**config.mk**
```make
export PLATFORM = sky130hd
export DESIGN_NAME = fdiv_special_resolve
export DESIGN_NICKNAME = d
export VERILOG_FILES = /design/src/rtl/fdiv_pkg.sv /design/src/rtl/fdiv_nan_pick.sv /design/src/rtl/fdiv_case_decide.sv /design/src/rtl/fdiv_special_resolve.sv
export SDC_FILE = /design/constraint.sdc
export NUM_CORES = 1
export LEC_CHECK = 0
export BUFFER_PORTS_ARGS = -buffer_cell sky130_fd_sc_hd__buf_2
export CORE_MARGIN = 2
export CORE_UTILIZATION = 45
export CTS_BUF_LIST = sky130_fd_sc_hd__clkbuf_8 sky130_fd_sc_hd__clkbuf_16
export DETAILED_ROUTE_END_ITERATION = 6
export PLACE_DENSITY_LB_ADDON = 0.2
export REMOVE_ABC_BUFFERS = 1
export SLEW_MARGIN = 20
export SYNTH_ARGS = -nofsm -noshare
export SYNTH_HDL_FRONTEND = slang
export SYNTH_SLANG_ARGS = --single-unit
```
**constraint.sdc**
```tcl
create_clock -name clk -period 3.59 [get_ports clk]
set_input_delay 0.1795 -clock clk [delete_from_list [all_inputs] [get_ports clk]]
set_output_delay 0.1795 -clock clk [all_outputs]
set_load 0.1 [all_outputs]
```
**src/rtl/fdiv_pkg.sv**
```systemverilog
package fdiv_pkg;

    typedef enum logic [2:0] {
        CL_ZERO = 3'd0,
        CL_NUM  = 3'd1,
        CL_INF  = 3'd2,
        CL_QNAN = 3'd3,
        CL_SNAN = 3'd4
    } fclass_e;

    typedef enum logic [2:0] {
        SC_NAN_FWD,
        SC_INVALID,
        SC_KEEP_A,
        SC_MAKE_ZERO,
        SC_MAKE_INF,
        SC_DIVIDE
    } scase_e;

    function automatic logic [1:0] nan_rank(input logic [2:0] c);
        case (c)
            CL_SNAN: nan_rank = 2'd2;
            CL_QNAN: nan_rank = 2'd1;
            default: nan_rank = 2'd0;
        endcase
    endfunction

endpackage

```
**src/rtl/fdiv_nan_pick.sv**
```systemverilog
module fdiv_nan_pick
    import fdiv_pkg::*;
(
    input  logic [2:0] a_class,
    input  logic [2:0] b_class,
    output logic       any_nan,
    output logic       take_b
);
    logic [1:0] rank_a;
    logic [1:0] rank_b;

    always_comb begin
        rank_a  = nan_rank(a_class);
        rank_b  = nan_rank(b_class);
        any_nan = (rank_a != 2'd0) || (rank_b != 2'd0);
        // the divisor wins ties so that a double quiet NaN returns b
        take_b  = !(rank_a > rank_b);
    end
endmodule

```
**src/rtl/fdiv_case_decide.sv**
```systemverilog
module fdiv_case_decide
    import fdiv_pkg::*;
(
    input  logic [2:0] a_class,
    input  logic [2:0] b_class,
    input  logic       any_nan,
    output scase_e     sel
);
    always_comb begin
        sel = SC_DIVIDE;
        if (any_nan) begin
            sel = SC_NAN_FWD;
        end else if (a_class == CL_INF || a_class == CL_ZERO) begin
            sel = (a_class == b_class) ? SC_INVALID : SC_KEEP_A;
        end else if (b_class == CL_INF) begin
            sel = SC_MAKE_ZERO;
        end else if (b_class == CL_ZERO) begin
            sel = SC_MAKE_INF;
        end else begin
            sel = SC_DIVIDE;
        end
    end
endmodule

```
**src/rtl/fdiv_special_resolve.sv**
```systemverilog
module fdiv_special_resolve
    import fdiv_pkg::*;
#(
    parameter int EXP_W  = 11,
    parameter int MANT_W = 53
) (
    input  logic              clk,
    input  logic              rst_n,
    input  logic [2:0]        a_class,
    input  logic              a_sign,
    input  logic [EXP_W-1:0]  a_exp,
    input  logic [MANT_W-1:0] a_mant,
    input  logic [2:0]        b_class,
    input  logic              b_sign,
    input  logic [EXP_W-1:0]  b_exp,
    input  logic [MANT_W-1:0] b_mant,
    output logic [2:0]        res_class,
    output logic              res_sign,
    output logic [EXP_W-1:0]  res_exp,
    output logic [MANT_W-1:0] res_mant,
    output logic              flag_nv,
    output logic              flag_dz,
    output logic              do_div,
    output logic              quo_sign
);
    localparam logic [EXP_W-1:0]  DEF_EXP  = {EXP_W{1'b1}};
    localparam logic [MANT_W-1:0] DEF_MANT = {MANT_W{1'b1}};

    typedef struct packed {
        logic [2:0]        cls;
        logic              sign;
        logic [EXP_W-1:0]  exp;
        logic [MANT_W-1:0] mant;
        logic              nv;
        logic              dz;
        logic              div;
        logic              qsign;
    } out_t;

    logic   any_nan;
    logic   take_b;
    scase_e sel;
    out_t   out_d;
    out_t   out_q;
    logic   sx;

    fdiv_nan_pick u_pick (
        .a_class (a_class),
        .b_class (b_class),
        .any_nan (any_nan),
        .take_b  (take_b)
    );

    fdiv_case_decide u_decide (
        .a_class (a_class),
        .b_class (b_class),
        .any_nan (any_nan),
        .sel     (sel)
    );

    always_comb begin
        sx          = a_sign ^ b_sign;
        out_d       = '0;
        out_d.qsign = sx;
        case (sel)
            SC_NAN_FWD: begin
                out_d.cls  = take_b ? b_class : a_class;
                out_d.sign = take_b ? b_sign  : a_sign;
                out_d.exp  = take_b ? b_exp   : a_exp;
                out_d.mant = take_b ? b_mant  : a_mant;
            end
            SC_INVALID: begin
                out_d.cls  = CL_QNAN;
                out_d.sign = 1'b0;
                out_d.exp  = DEF_EXP;
                out_d.mant = DEF_MANT;
                out_d.nv   = 1'b1;
            end
            SC_KEEP_A: begin
                out_d.cls  = a_class;
                out_d.sign = a_sign;
                out_d.exp  = a_exp;
                out_d.mant = a_mant;
            end
            SC_MAKE_ZERO: begin
                out_d.cls  = CL_ZERO;
                out_d.sign = sx;
            end
            SC_MAKE_INF: begin
                out_d.cls  = CL_INF;
                out_d.sign = sx;
                out_d.dz   = 1'b1;
            end
            default: begin
                out_d.cls  = CL_NUM;
                out_d.sign = sx;
                out_d.div  = 1'b1;
            end
        endcase
    end

    always_ff @(posedge clk) begin
        if (!rst_n) begin
            out_q <= '0;
        end else begin
            out_q <= out_d;
        end
    end

    assign res_class = out_q.cls;
    assign res_sign  = out_q.sign;
    assign res_exp   = out_q.exp;
    assign res_mant  = out_q.mant;
    assign flag_nv   = out_q.nv;
    assign flag_dz   = out_q.dz;
    assign do_div    = out_q.div;
    assign quo_sign  = out_q.qsign;
endmodule

```
==> metrics, run 1 <==
Die Height=87.58 µm; switching share of power=40.29%; Resize count post-CTS=0; clk sinks=72; Crit-path slowest cell=o21ai_0; Slew headroom=43.54%; Wirelength per Cell=15.98 µm; clk buf depth=2; startpoint types=input port; CTS root buffer=clkbuf_8; Clk pwr share=27.3%; global-route wire length before repair=13340 µm; vias=3053; Row Count=30; crit path time final=2.632 ns; largest net degree at the start of global routing=67; Final ANT Viol Nets=0; Comb pwr share=36.5%; Net Sw Power=0.0009622 W; CP cell instances=buf_2 > nor3b_1 > inv_1 > ha_1 > nor2b_1 > o21ai_0 > mux2i_4 > buf_4 > a221oi_1 > nor2_1; die area=0.007669 mm²; Crit Path Category=input port to register; Mapped Area=0.003143 mm²; CTS clk-pin slew, worst paths=0.09 ns; Die Wd=87.58 µm; worst vdd ir=0.2132 mV; DP HPWL=6705 µm; unrepaired setup endpoints after global routing=false; vias in the first global route=2761; maximum clock rate=0.3799 GHz; Slew Limit Fails=0; status=finished, final reports clean; count of state elements after synthesis=72; drt pass-1 iters=5; htree depth=3; yosys warns=0; critical path endpoint category=register; Static Leak=2.095 nW; initial antenna violation count=0; WP data required=3.78 ns; # Max-Cap Violations=0; Hold Crit Class=input port to register; GPL Wtd Cong=0.8487; P&R area growth vs syn=41.80%; Internal Power=0.001426 W; register area share after synthesis=45.86%; Nets=626; hold_buf cts=0; Final Hold Fails=0; Vias/cell=5.201; post-CTS repair timing setup buffer count=0; Port-buffer cells=209; Top Ports=210; # DRC=0; fill cell count=564; CTS tree=done; Design Power=0.002388 W; 1st-iter DRT viols=139; final setup violating endpoints=0; Post-Layout Cell Count=587; Seq pwr share=36.2%; placed cell count=570; worst slew pin tran=0.8437 ns; grt ovf=0; PwrDens=535.8 mW/mm²; Final Cycle Share=73.32%; Worst Path Arrival=2.82 ns; n_diodes=0; Avg Inst Size Synth=10.76 µm²; Gate Count Post-Synth=292; Hold Worst Slack=0.06729 ns; overall routed net length=9380 µm; Starting Density=46.26%; Unique masters post-synth=35; share of cells above drive strength 1=58.45%; CORE AREA=0.006794 mm²; CTS Buf Count=9; Slowest Stage Delay on Critical Path=0.49 ns; Total GRT Usage=22.43%; crit path max fanout=35
[worst paths after layout]
| kind | start | to | slack [ns] | cells past startpoint |
|---|---|---|---|---|
| max | b_class[2] | res_mant[8] | 0.96 | 10 |
| min | a_mant[26] | res_mant[26] | 0.07 | 3 |
[placed cells by master (no fill, tap or decap), types with 2 or more instances in the layout]
master        n
nor3b_1       4
nand2_1       6
xor2_1        2
ha_1          2
o21ai_0       3
buf_2       209
inv_1         2
a221oi_2     50
a221oi_1     14
buf_12        2
clkinvlp_4    2
dfxtp_1      72
nor2_1       68
a21oi_1       6
nor3_1        3
buf_4         2
mux2i_1       2
nor2b_1       3
and2_1        2
a211o_1       2
clkbuf_8     10
nand2b_1      2
and3b_1       2
[per-layer routing]
metal / vias up / GRT usage (%) / share of wire, %
met2: 112 / 39.05 / 52
met4: 0 / 10.07 / 2.1
met1: 1435 / 26.58 / 40
met3: 18 / 4.618 / 5.5
met5: - / 0 / 0
li1: 1488 / - / -
[per-stage QoR]
step	util [%]	TNS [ns]	instance area, µm²	setup WS (ns)
after floorplan	-	-156.12	2968	-2.585
after global placement	62.17	0	4224	0.8017
after detailed placement	62.17	0	4224	0.6789
after CTS	65.19	0	4429	1.023
after global routing	65.60	0	4457	0.8893
final	65.60	0	4457	0.9577
[registers in the layout, indices dropped and copies added (netlist names)]
signal	cells
res_mant	53
quo_sign	1
flag_nv	1
res_exp	11
res_sign	1
flag_dz	1
res_class	3
do_div	1
[power by group through the flow]
stage | registers [W] | logic (W) | clock network (W)
floorplan | 0.00129 | 0.000266 | 0
global placement | 0.000882 | 0.000865 | 0
detailed placement | 0.000884 | 0.000872 | 0
CTS | 0.000865 | 0.000874 | 0.000667
global route | 0.000870 | 0.000911 | 0.000702
finish | 0.000865 | 0.000872 | 0.000651
[worst max-delay path: cells and delay by family]
| family | cells | cell delay (ns) |
|---|---|---|
| multiplexers | 1 | 0.13 |
| AND/OR/NAND/NOR | 3 | 0.70 |
| AO/OA/AOI/OAI | 2 | 0.87 |
| buffers and inverters | 3 | 0.60 |
| adder cells (fa/ha/maj) | 1 | 0.33 |
[kinds of logic after synthesis]
| kind of cell | share of synthesized area, % |
|---|---|
| AO/OA/AOI/OAI | 31.93 |
| XOR/XNOR | 0.5574 |
| adder cells (fa/ha/maj) | 0.7961 |
| buffers and inverters | 5.812 |
| flip-flops | 45.86 |
| multiplexers | 1.314 |
| AND/OR/NAND/NOR | 13.73 |
[Yosys cell counts, drive strengths merged]
cell type	n	area (µm²)
ha	2	25.02
o21ai	4	20.01
o31a	1	8.760
nor3	3	15.01
mux2	1	11.26
dfxtp	72	1441
o22ai	1	6.260
o21bai	1	7.510
o22a	1	8.760
nand3b	1	7.510
xor2	2	17.52
nor2b	3	18.77
mux2i	3	30.03
a21oi	6	30.03
a221oi	64	873.3
a31oi	1	6.260
clkbuf	10	37.54
and3b	3	26.28
a211o	2	17.52
nand2	6	22.52
a222oi	1	10.01
or2	1	6.260
nor2	69	259.0
o21a	1	7.510
inv	2	7.510
nor3b	4	30.03
nor4	1	21.27
and2	2	12.51
buf	21	137.6
o31ai	1	7.510
nand2b	2	12.51
[area by class of cell]
| class | instances | area [µm²] | area share (%) |
|---|---|---|---|
| Multi-Input combinational cell | 187 | 1554 | 34.87 |
| Sequential cell | 72 | 1441 | 32.34 |
| Timing Repair Buffer | 214 | 1129 | 25.32 |
| Clock buffer | 10 | 137.6 | 3.088 |
| Tap cell | 96 | 120.1 | 2.695 |
| Clock inverter | 6 | 67.56 | 1.516 |
| Inverter | 2 | 7.507 | 0.1684 |
Note: power is estimated with default switching activity, not from simulation.
==> run 2, diff against run 1 <==
--- a/config.mk
+++ b/config.mk
@@ -7,7 +7,7 @@
 export LEC_CHECK = 0
 export BUFFER_PORTS_ARGS = -buffer_cell sky130_fd_sc_hd__buf_2
 export CORE_MARGIN = 2
-export CORE_UTILIZATION = 45
+export CORE_UTILIZATION = 42
 export CTS_BUF_LIST = sky130_fd_sc_hd__clkbuf_8 sky130_fd_sc_hd__clkbuf_16
 export DETAILED_ROUTE_END_ITERATION = 6
 export PLACE_DENSITY_LB_ADDON = 0.2
==> constraint.sdc (replaced) <==
create_clock -name clk -period 2.5 [get_ports clk]
set_input_delay 0.125 -clock clk [delete_from_list [all_inputs] [get_ports clk]]
set_output_delay 0.125 -clock clk [all_outputs]
set_load 0.1 [all_outputs]
==> run 2 against run 1 <==
Net effect:
- power increased by 43%
- wire length increased by 0.91%
- worst setup slack got worse by 0.52 ns
- global-route usage about the same
- count of clock-buffer cells in the layout decreased by 1
- largest cell class unchanged
- sequential power increased by 43%
- utilization decreased by 3.2 points
==> metrics, run 2 (same netlist as run 1, synthesis figures left out) <==
status=finished, final reports clean; commonest non-fill, non-tap cell in the layout=buf_2; Die Height=90.51 µm (+3.3%); 1st-iter DRT viols=108 (-22%); die area=0.008191 mm² (+6.8%); share of cells above drive strength 1=58.63% (+0.18 points); Final ANT Viol Nets=0 (unchanged); Top Ports=210 (unchanged); overall routed net length=9465 µm (+0.91%); worst slew pin tran=0.6218 ns (-0.2219 ns); n_diodes=0 (unchanged); Die Wd=90.51 µm (+3.3%); CP cell instances=buf_2 > nor3b_1 > ha_1 > nor2b_1 > o21ai_0 > buf_4 > mux2i_4 > buf_12 > a221oi_1 > nor2_1; global-route wire length before repair=14810 µm (+11%); initial antenna violation count=0 (unchanged); WP data required=2.72 ns (-1.06 ns); Resize count post-CTS=0 (unchanged); DP HPWL=6904 µm (+3.0%); Crit path max-delay family=simple AND/OR/NAND/NOR gates; PwrDens=752.5 mW/mm² (+40%); htree depth=3 (unchanged); P&R area growth vs syn=43.91%; drt pass-1 iters=4 (-1); worst vdd ir=0.3811 mV (+79%); CTS root buffer=clkbuf_8; routing usage on met2=37.62% (-1.4 points); Post-Layout Cell Count=597 (+1.7%); # DRC=0 (unchanged); # Max-Cap Violations=0 (unchanged); post-layout util=62.36% (-3.2 points); CORE AREA=0.007253 mm² (+6.8%); CTS clk-pin slew, worst paths=0.08 ns (about the same); placed cell count=580 (+1.8%); Nets=634 (+1.3%); Slowest Stage Delay on Critical Path=0.45 ns (-0.04 ns); startpoint types=input port; crit path time final=2.059 ns; most frequent cells in the layout=buf_2, dfxtp_1, nor2_1; Slew headroom=58.19% (+15 points); grt ovf=0 (unchanged); met3 GRT Util=5.259% (+0.64 points); CTS tree=done; Crit-path slowest cell=nor3b_1; vias in the first global route=2916 (+5.6%); unrepaired setup endpoints after global routing=false; crit path max fanout=48 (+37%); Port-buffer cells=209 (unchanged); Total GRT Usage=22.45% (about the same); met1 usage=27.17% (+0.58 points); grt peak-use layer=met2; Crit Path Category=input port to register; vias=3084 (+1.0%); number of flip-flops in the largest register=53 (unchanged); Static Leak=2.133 nW (+1.8%); final setup violating endpoints=0 (unchanged); fill cell count=666 (+18%); critical path endpoint category=register; Vias/cell=5.166 (-0.68%); multi-input logic area=0.001554 mm² (unchanged); Row Count=31 (+3.3%); Starting Density=43.33% (-2.9 points); clk sinks=72 (unchanged); clk buf depth=2 (unchanged); Worst Path Arrival=2.28 ns (-0.54 ns); Hold Crit Class=input port to register; Reg area=0.001441 mm² (unchanged); CTS Buf Count=9 (unchanged); Final Hold Fails=0 (unchanged); WP buf/inv=3 (unchanged); Wirelength per Cell=15.85 µm (-0.78%); post-CTS repair timing setup buffer count=0 (unchanged); maximum clock rate=0.4856 GHz; largest net degree at the start of global routing=65 (-3.0%); Slew Limit Fails=0 (unchanged); GPL Wtd Cong=0.8787 (+3.5%); Final Cycle Share=82.37%
run 2: cell count changes in the layout (fill, tap and decap cells not counted), sizes merged:
cell         previous run  this run
clkinv                  2         4
clkbuf                 10         9
inv                     3         2
dlygate4sd3             0         2
clkinvlp                2         1
buf                   214       220
run 2: repair_timing:
item,CTS,global route
hold buffers,2,0
endpoints found under the setup margin,0,0
endpoints found under the hold margin,2,0
run 2: cell type report:
| type | count | area share (%) |
|---|---|---|
| clock buffer | 9 | 2.739 |
| sequential | 72 | 31.87 |
| tap | 99 | 2.739 |
| clock inverter | 6 | 1.355 |
| inverter | 2 | 0.1660 |
| timing repair buffer | 222 | 26.78 |
| multi-input combinational | 187 | 34.36 |
run 2: metal layers:
metal	up-vias	share of wire (%)	wire length, µm
li1	1501	-	-
met1	1427	40	3804
met2	139	51	4798
met3	17	6.7	638
met4	0	2.4	223
met5	-	0	0
run 2: stage by stage:
step	hold WS [ns]	setup slack [ns]	setup TNS, ns	cell area [µm²]	total power, W
3_3_place_gp	0.3553	0.1823	0	4318	0.002538
5_1_grt	0.008271	0.2082	0	4523	0.003558
4_1_cts	0.001094	0.4348	0	4523	0.003438
3_5_place_dp	0.3642	0.07878	0	4318	0.002550
2_1_floorplan	0.2467	-3.620	-223.66	2968	0.002230
6_report	0.01523	0.4406	0	4523	0.003404
run 2: report_power, final:
group          total (W)  switching, W  internal [W]
Sequential       0.00124     0.0000175       0.00122
Combinational    0.00128      0.000924      0.000354
Clock           0.000882      0.000431      0.000451
Total            0.00340       0.00137       0.00203
run 2: final timing paths:
path / startpoint / end / slack [ns] / cells after the start
hold / removal: a_mant[46] / res_mant[46] / 0.02 / 3
setup / recovery: a_class[2] / res_mant[8] / 0.44 / 10
==> run 3, diff against run 2 <==
==> constraint.sdc (replaced) <==
create_clock -name clk -period 2.1 [get_ports clk]
set_input_delay 0.105 -clock clk [delete_from_list [all_inputs] [get_ports clk]]
set_output_delay 0.105 -clock clk [all_outputs]
set_load 0.1 [all_outputs]
==> run 3 against run 2 <==
Net effect:
- first-iteration DRC count is 8.3% lower
- final cell count is 8.0% higher
- wire length is 11% higher
- sequential power is 19% higher
- combinational power is 27% higher
- utilization is 6.5 points higher
- final area is 10% higher
- largest cell class is now buffers
==> metrics, run 3 (same netlist as run 1, synthesis figures left out) <==
overall routed net length=10480 µm (+11%); htree depth=3 (unchanged); 1st-iter DRT viols=99 (-8.3%); post-layout util=68.90% (+6.5 points); Top Ports=210 (unchanged); post-CTS repair timing setup buffer count=0 (unchanged); CTS root buffer=clkbuf_8; setup slack after layout=0.2302 ns (-0.2104 ns); clk buf depth=2 (unchanged); Internal Power=0.002409 W (+19%); Hold Crit Class=input port to register; DP HPWL=7166 µm (+3.8%); # DRC=0 (unchanged); initial antenna violation count=0 (unchanged); Worst Path Arrival=2.09 ns (-0.19 ns); Vias/cell=5.171 (about the same); grt ovf=0 (unchanged); Final Cycle Share=89.04%; unrepaired setup endpoints after global routing=false; vias in the first global route=3280 (+12%); final setup violating endpoints=0 (unchanged); crit path max fanout=25 (-48%); Comb pwr share=40.0% (+2.4 points); crit path time final=1.870 ns; CTS Buf Count=9 (unchanged); clk sinks=72 (unchanged); Row Count=31 (unchanged); Die Wd=90.51 µm (unchanged); pre-CTS WS=-0.1391 ns (-0.2179 ns); Cell Area, Placed=0.004438 mm² (+2.8%); critical path endpoint category=register; design area=0.004997 mm² (+10%); Wirelength per Cell=16.25 µm (+2.5%); n_diodes=0 (unchanged); share of cells above drive strength 1=55.68% (-3.0 points); largest net degree at the start of global routing=65 (unchanged); Slew headroom=65.69% (+7.5 points); status=finished, final reports clean; drt pass-1 iters=4 (unchanged); P&R area growth vs syn=59.00%; vias=3335 (+8.1%); Seq pwr share=36.3% (-0.2 points); global-route wire length before repair=16550 µm (+12%); Net Sw Power=0.001660 W (+21%); worst vdd ir=0.3511 mV (-7.9%); # Max-Cap Violations=0 (unchanged); switching share of power=40.79% (+0.45 points); commonest non-fill, non-tap cell in the layout=buf_2; Clk pwr share=23.7% (-2.2 points); CTS tree=done; CORE AREA=0.007253 mm² (unchanged); Slew Limit Fails=0 (unchanged); Total GRT Usage=24.92% (+2.5 points); Final ANT Viol Nets=0 (unchanged); Final Hold Fails=0 (unchanged); GPL Wtd Cong=0.8860 (+0.83%); Starting Density=43.33% (unchanged); Nets=681 (+7.4%); most frequent cells in the layout=buf_2, dfxtp_1, nor2_1; PwrDens=814.2 mW/mm² (+8.2%); maximum clock rate=0.5348 GHz; worst slew pin tran=0.5183 ns (-0.1036 ns); Die Height=90.51 µm (unchanged); die area=0.008191 mm² (unchanged); Static Leak=2.351 nW (+10%); CTS clk-pin slew, worst paths=0.08 ns (about the same); Crit Path Category=input port to register; startpoint types=input port; WP data required=2.32 ns (-0.40 ns); number of flip-flops in the largest register=53 (unchanged); Design Power=0.004069 W (+20%); Port-buffer cells=209 (unchanged)
[run 3: timing repair]
item,4_1_cts,5_1_grt
setup endpoints to repair,0,2
resized for setup,0,1
hold buffers,38,0
endpoints found under the hold margin,27,0
[run 3: layer usage]
layer,routed length [µm],track usage [%],up-vias
met3,646,6.511,23
met4,298,9.487,0
met2,5354,43.22,139
met5,0,0,-
met1,4184,29.38,1579
li1,-,-,1594
[run 3: worst paths after layout]
check	end	start	depth (start not counted)
min	res_mant[6]	b_mant[6]	3
max	res_mant[12]	b_class[0]	11
[run 3: worst max-delay path, stage by stage]
cell and delay (ns):
buf_2 0.10, nor3b_1 0.28, inv_1 0.08, ha_1 0.31, nor2b_1 0.14, o21ai_0 0.15, buf_4 0.15, mux2i_4 0.10
buf_12 0.20, a221oi_1 0.36, nor2_1 0.09
[run 3: power by group through the flow]
| stage | clock network [W] | registers, W | logic (W) |
|---|---|---|---|
| 3_5_place_dp | 0 | 0.00151 | 0.00157 |
| 5_1_grt | 0.00105 | 0.00149 | 0.00170 |
| 6_report | 0.000963 | 0.00148 | 0.00163 |
| 4_1_cts | 0.000989 | 0.00148 | 0.00162 |
| 3_3_place_gp | 0 | 0.00151 | 0.00155 |
| 2_1_floorplan | 0 | 0.00220 | 0.000454 |
[run 3: per-stage QoR]
stage                     hold WS, ns  std cells  setup TNS [ns]
after floorplan                0.2267        261         -249.12
after global placement         0.3364        591          -2.407
after detailed placement       0.3447        591          -5.159
after CTS                   0.0004217        645               0
after global routing        0.0002707        645               0
final                        0.009134        645               0
[run 3: area by class of cell]
class / instances / area (µm²)
Fill cell: 577 / 2256
Timing Repair Buffer: 269 / 1692
Multi-Input combinational cell: 187 / 1559
Sequential cell: 72 / 1441
Clock buffer: 10 / 137.6
Tap cell: 99 / 123.9
Clock inverter: 6 / 36.28
Inverter: 2 / 7.507
